**config.mk**
```make
export PLATFORM = sky130hd
export DESIGN_NAME = irq_pend_unit
export DESIGN_NICKNAME = d
export VERILOG_FILES = /design/src/rtl/irq_pend_pkg.sv /design/src/rtl/irq_pend_ctrl.sv /design/src/rtl/irq_pend_dp.sv /design/src/rtl/irq_pend_sel.sv /design/src/rtl/irq_pend_unit.sv
export SDC_FILE = /design/constraint.sdc
export NUM_CORES = 1
export LEC_CHECK = 0
export ABC_CLOCK_PERIOD_IN_PS = 2400
export CAP_MARGIN = 0
export CORE_MARGIN = 2
export CORE_UTILIZATION = 33
export DETAILED_ROUTE_END_ITERATION = 10
export PLACE_DENSITY = 0.84
export RECOVER_POWER = 25
export SLEW_MARGIN = 20
export SYNTH_ARGS = -nofsm -noshare
export SYNTH_HDL_FRONTEND = slang
export SYNTH_SLANG_ARGS = --single-unit
```
**constraint.sdc**
```tcl
create_clock -name clk -period 2.4 [get_ports clk]
set_clock_uncertainty 0.2 [all_clocks]
set_input_delay 0.6 -clock clk [delete_from_list [all_inputs] [get_ports clk]]
set_output_delay 0.6 -clock clk [all_outputs]
set_load 0.01 [all_outputs]
```
**src/rtl/irq_pend_pkg.sv**
```systemverilog
package irq_pend_pkg;
  localparam int unsigned IRQ_W    = 12;
  localparam int unsigned CAUSE_W  = $clog2(IRQ_W);
  localparam int unsigned GROUP_SZ = 4;

  // Position within a group of four: 0 user, 1 supervisor, 2 reserved, 3 machine
  localparam int unsigned LVL_U   = 0;
  localparam int unsigned LVL_S   = 1;
  localparam int unsigned LVL_RSV = 2;
  localparam int unsigned LVL_M   = 3;

  function automatic logic [IRQ_W-1:0] lvlMask(input int unsigned lvl);
    logic [IRQ_W-1:0] m;
    m = '0;
    for (int i = 0; i < IRQ_W; i++) begin
      if ((i % GROUP_SZ) == lvl) m[i] = 1'b1;
    end
    return m;
  endfunction

  function automatic logic [IRQ_W-1:0] implMask();
    return ~lvlMask(LVL_RSV);
  endfunction

  localparam logic [IRQ_W-1:0] IMPL_MASK = implMask();

  function automatic logic [IRQ_W-1:0] globalMask(input logic u, input logic s,
                                                   input logic m);
    return ({IRQ_W{u}} & lvlMask(LVL_U)) |
           ({IRQ_W{s}} & lvlMask(LVL_S)) |
           ({IRQ_W{m}} & lvlMask(LVL_M));
  endfunction

  typedef struct packed {
    logic             pendLoad;
    logic [IRQ_W-1:0] pendLoadVal;
    logic             enLoad;
    logic [IRQ_W-1:0] enLoadVal;
    logic [IRQ_W-1:0] setBits;
    logic [IRQ_W-1:0] clrBits;
  } irq_cmd_t;
endpackage

```
**src/rtl/irq_pend_ctrl.sv**
```systemverilog
module irq_pend_ctrl
  import irq_pend_pkg::*;
(
  input  logic [IRQ_W-1:0] postVec,
  input  logic [IRQ_W-1:0] clrVec,
  input  logic             clrAll,
  input  logic             pendWrEn,
  input  logic [IRQ_W-1:0] pendWrData,
  input  logic             enWrEn,
  input  logic [IRQ_W-1:0] enWrData,
  output irq_cmd_t         cmd
);
  always_comb begin
    cmd             = '0;
    cmd.pendLoad    = pendWrEn;
    cmd.pendLoadVal = pendWrData & IMPL_MASK;
    cmd.enLoad      = enWrEn;
    cmd.enLoadVal   = enWrData & IMPL_MASK;
    // Ordering: write, then clear (single or all), then post.
    cmd.clrBits     = (clrVec | {IRQ_W{clrAll}}) & IMPL_MASK;
    cmd.setBits     = postVec & IMPL_MASK;
  end
endmodule

```
**src/rtl/irq_pend_dp.sv**
```systemverilog
module irq_pend_dp
  import irq_pend_pkg::*;
(
  input  logic             clk,
  input  logic             rstN,
  input  irq_cmd_t         cmd,
  output logic [IRQ_W-1:0] pendQ,
  output logic [IRQ_W-1:0] enQ
);
  logic [IRQ_W-1:0] pendBase;
  logic [IRQ_W-1:0] pendNext;
  logic [IRQ_W-1:0] enNext;

  always_comb begin
    pendBase = cmd.pendLoad ? cmd.pendLoadVal : pendQ;
    pendNext = (pendBase & ~cmd.clrBits) | cmd.setBits;
    enNext   = cmd.enLoad ? cmd.enLoadVal : enQ;
  end

  always_ff @(posedge clk) begin
    if (!rstN) begin
      pendQ <= '0;
      enQ   <= '0;
    end else begin
      pendQ <= pendNext & IMPL_MASK;
      enQ   <= enNext & IMPL_MASK;
    end
  end
endmodule

```
**src/rtl/irq_pend_sel.sv**
```systemverilog
module irq_pend_sel
  import irq_pend_pkg::*;
(
  input  logic [IRQ_W-1:0]   pendQ,
  input  logic [IRQ_W-1:0]   enQ,
  input  logic               uGie,
  input  logic               sGie,
  input  logic               mGie,
  output logic               irqReq,
  output logic [CAUSE_W-1:0] irqCause
);
  logic [GROUP_SZ-1:0] gieByLvl;
  logic [IRQ_W-1:0]    ready;
  logic [IRQ_W-1:0]    hit;

  always_comb begin
    gieByLvl         = '0;
    gieByLvl[LVL_U]  = uGie;
    gieByLvl[LVL_S]  = sGie;
    gieByLvl[LVL_M]  = mGie;
  end

  for (genvar i = 0; i < IRQ_W; i++) begin : g_src
    assign ready[i] = pendQ[i] & enQ[i];
    assign hit[i]   = ready[i] & gieByLvl[i % GROUP_SZ];
  end

  always_comb begin
    irqCause = '0;
    for (int i = IRQ_W - 1; i >= 0; i--) begin
      if (hit[i]) irqCause = CAUSE_W'(i);
    end
  end

  assign irqReq = |hit;
endmodule

```
**src/rtl/irq_pend_unit.sv**
```systemverilog
module irq_pend_unit
  import irq_pend_pkg::*;
(
  input  logic               clk,
  input  logic               rstN,
  input  logic [IRQ_W-1:0]   postVec,
  input  logic [IRQ_W-1:0]   clrVec,
  input  logic               clrAll,
  input  logic               pendWrEn,
  input  logic [IRQ_W-1:0]   pendWrData,
  input  logic               enWrEn,
  input  logic [IRQ_W-1:0]   enWrData,
  input  logic               uGie,
  input  logic               sGie,
  input  logic               mGie,
  output logic [IRQ_W-1:0]   pendRd,
  output logic [IRQ_W-1:0]   enRd,
  output logic               irqReq,
  output logic [CAUSE_W-1:0] irqCause
);
  irq_cmd_t cmd;

  irq_pend_ctrl u_ctrl (
    .postVec(postVec), .clrVec(clrVec), .clrAll(clrAll),
    .pendWrEn(pendWrEn), .pendWrData(pendWrData),
    .enWrEn(enWrEn), .enWrData(enWrData), .cmd(cmd)
  );

  irq_pend_dp u_dp (
    .clk(clk), .rstN(rstN), .cmd(cmd), .pendQ(pendRd), .enQ(enRd)
  );

  irq_pend_sel u_sel (
    .pendQ(pendRd), .enQ(enRd), .uGie(uGie), .sGie(sGie), .mGie(mGie),
    .irqReq(irqReq), .irqCause(irqCause)
  );
endmodule

```
# [Yosys cells after proc, flatten, opt, wreduce, memory -nomap -nowiden]
# Index checks and enable logic that the tools add are counted.
# W data, S select, Z words.
[word_totals] reg_bits=24 word_cells=37 output_inout_bits=29
[op_classes] mux=10 n_bitwise=22 reduce_logical=1
[op_table] op="$mux W4" count=9
[op_table] op="$or A12 B12 Y12" count=2
[op_table] op="$and A1 B1 Y1" count=18
[op_table] op="$and A12 B12 Y12" count=1
[op_table] op="$mux W12" count=1
[op_table] op="$not A12 Y12" count=1
[op_table] op="$reduce_or A9 Y1" count=1

# [Depth between registers and ports, before layout]
[logic_depth] depth_word=11 mapped_depth=4 mapped_depth_nobuf=4

# [By module]
# A second synthesis with hierarchy kept.
[unflattened] hier_cells=160 hier_area_um2=1411.4
[modules_own_cells] module="irq_pend_dp" instances=1 cells_each=83 area_per_inst_um2=877.1
[modules_own_cells] module="irq_pend_ctrl" instances=1 cells_each=51 area_per_inst_um2=367.9
[modules_own_cells] module="irq_pend_sel" instances=1 cells_each=26 area_per_inst_um2=166.4

# [Worst setup path before layout]
# OpenSTA, ideal clock, no wires.
[synth_path] path_kind="input port to output port" start="input uGie" end="output irqCause[0]" path_buffers=0 required_time_ps=1600 arrival_ps=1242 path_stages=4 path_slack_ps=358 cell_sequence="and3_1 a21oi_1 o21ai_0 a21boi_0"
[synth_between] elab_chain_len=8
[synth_rtl] element="from (decl)" line="irq_pend_unit.sv:13" rtl="input logic uGie,"
[synth_rtl] element="$and A1 B1 Y1" line="irq_pend_sel.sv:25" rtl="assign hit[i] = ready[i] & gieByLvl[i % GROUP_SZ];"
[synth_rtl] element="$mux W4 (6 in a row)" line="irq_pend_sel.sv:31" rtl="if (hit[i]) irqCause = CAUSE_W'(i);"
[synth_rtl] element="$mux W4 *" line="irq_pend_sel.sv:31"
[synth_rtl] element="to (decl)" line="irq_pend_unit.sv:19" rtl="output logic [CAUSE_W-1:0] irqCause"
# Every way passes the cells marked *; elsewhere a longest branch is shown, timed or not.

# [Worst setup path after layout]
[layout_path] start="input uGie" end="output irqCause[3]"
# Same word-level chain as after synthesis.

==> results <==
-- synthesized netlist by cell type, drive strengths merged --
cell type  instances  share of area [%]
and2               2                1.6
buf                9                6.6
o21a               9                7.1
o31ai              1               0.79
a21oi              2                1.1
nand2              3                1.2
nor2               2               0.79
a21boi             1               0.79
dfxtp             18                 38
nor3               9                4.8
a211oi             1               0.79
nand3              7                3.7
mux2i             18                 19
o21ai              1               0.53
nor2b             11                8.9
clkbuf             1               0.40
conb               1               0.40
and3               3                2.5
and4               1               0.93
-- critical path, cell delays in order --
cell and delay [ps]:
dlygate4sd2_1 260, nand3_2 70, and2_4 150, and4_4 210, nor2b_4 150, buf_6 100
-- power by group through the flow --
stage | clock [mW] | sequential, mW | combinational, mW
2_1_floorplan | 0 | 0.345 | 0.0730
3_3_place_gp | 0 | 0.340 | 0.198
3_5_place_dp | 0 | 0.341 | 0.203
4_1_cts | 0.153 | 0.335 | 0.202
5_1_grt | 0.176 | 0.338 | 0.214
6_report | 0.147 | 0.335 | 0.200
-- routing by layer --
layer | up-vias | part of all wire [%] | track usage (%) | wire [um]
met2 | 46 | 54 | 36.0 | 1600
met1 | 454 | 37 | 18.0 | 1090
met4 | 0 | 1.2 | 5.98 | 34
met3 | 4 | 7.6 | 5.67 | 224
met5 | - | 0 | 0 | 0
li1 | 482 | - | - | -
-- state kept, by name, summed over array words and instances, names as in the netlist --
name        cells
u_dp.enQ        9
u_dp.pendQ      9
-- per-stage QoR --
stage	instances	total power, mW	hold slack (ps)	utilization [%]
global placement	194	0.538	333	59.0
global route	198	0.727	386	60.6
finish	198	0.683	358	60.6
CTS	197	0.691	364	60.8
detailed placement	194	0.544	341	59.0
floorplan	105	0.418	346	-
-- final cells by class --
class	count	area share, %
multi-input cells	77	35.3
well taps	31	2.34
flip-flops and latches	18	21.8
clock buffers	3	1.36
repair buffers	69	39.2
-- path summary, 6_finish.rpt --
kind,slack (ps),end,cells past startpoint,start
worst max-delay path,50,irqCause[3],6,uGie
worst min-delay path,360,u_dp.enQ[3],2,u_dp.enQ[3]
worst max register to register,1350,u_dp.pendQ[5],3,u_dp.pendQ[5]
worst min register to register,360,u_dp.enQ[3],2,u_dp.enQ[3]
-- cell families after synthesis --
logic type             count (synthesis)  synth area share, %
and+or+nand+nor                       38                 24.3
muxes                                 18                 19.0
DFF                                   18                 38.1
AOI/OAI and AO/OA                     15                 11.1
buffers and inverters                 10                 7.01
other                                  1                0.396
-- what timing repair did --
action,CTS,global route
endpoints found under the setup margin,5,4
endpoints found under the hold margin,0,0
pin swaps,3,7
setup buffers,0,1
gates resized for setup,36,5
==> impl_metrics.ini <==
[synthesis]
yosysUniqueCellTypes = 23
yosys_warnings = 0
synth.avg_cell_area_um2 = 9.46
postSynthCellCount = 100
ys_seq_area_share_pct = 38.1
syn_area_um2 = 946
ys_ff_latch = 18

[finish]
finalInstanceArea_um2 = 1660
area_growth_pct = 75.1
drive_above_1_share_pct = 16.2
ff_latch_area_um2 = 360
multi_input_area_um2 = 586
n_antenna_cell = 0
final_cell_mix = clkdlybuf4s50_1 (56), mux2i_1 (18), dfxtp_1 (18)
mostFrequentLayoutCell = clkdlybuf4s50_1
n_fill_cell = 235
nets = 225

[power_and_ir_drop]
power.share.combinational_pct = 29.3
ir_drop_mv = 0.376
cellLeakagePower_nw = 0.704
intPower_uw = 505
switching_share_pct = 26.0
seqPwrFrac_pct = 49.1
pwr-share-clk_pct = 21.6
powerDensity_nw_per_um2 = 412
power_switching_uw = 178

[clocking]
cts_buffers = 3
holdBufCountCts = 0
cts_sinks = 18
htreeDepth = 1
clk_pin_slew_ps = 90
root_buffer = clkbuf_4
clk_latency_ps = 290
cts_tree = built
clockBufferDepth = 2

[critical_path]
required_ps = 1600
start_kind = primary input
end_kind = output port
crit_fanout = 3
critPathArrivalTime_ps = 1550
crit_type = primary input to output port

[timing]
finalSetupViolCount = 0
slew_headroom_pct = 56.3
fmax_mhz = 425
maxSlewViolCount = 0
rsz0062_at_grt = no
min_period_ps = 2350
tightest_slew_ps = 655
tns_ps = 0
fin_crit_sh_pct = 98.0
hold_violations = 0
setup_slack_ps = 48.1

[floorplanning]
dieArea_um2 = 3310
die_x_um = 57.5
rows = 19
ios = 85
initial_core_util_pct = 34.6
fp.dieH_um = 57.5
core_um2 = 2730

[drt]
drt_first_pass_iters = 4
avgRoutedWirePerCell_um = 14.9
vias = 986
first_iter_violations = 13
routed_wl_mm = 2.95
vias_per_cell = 4.98
drc = 0
antenna_left = 0

[global_routing]
grt_max_degree = 19
antenna_found_initial = 0
globalRoute.totalOverflow = 0
grt_pass1_vias = 1075
grt_pass1_wl_mm = 4.65
grtUsageTotal_pct = 18.4

[placement]
place_area_um2 = 1610
place.gp.congestion = 0.892
place_ws_ps = -704
place.detailed.hpwl_mm = 2.35
numPortBuffers = 66

[status]
status = completed

[hold_path]
hold_path.class = flip-flop to flip-flop

[job]
max_cap_violations = 0
Note: power is estimated with default switching activity, not from simulation.
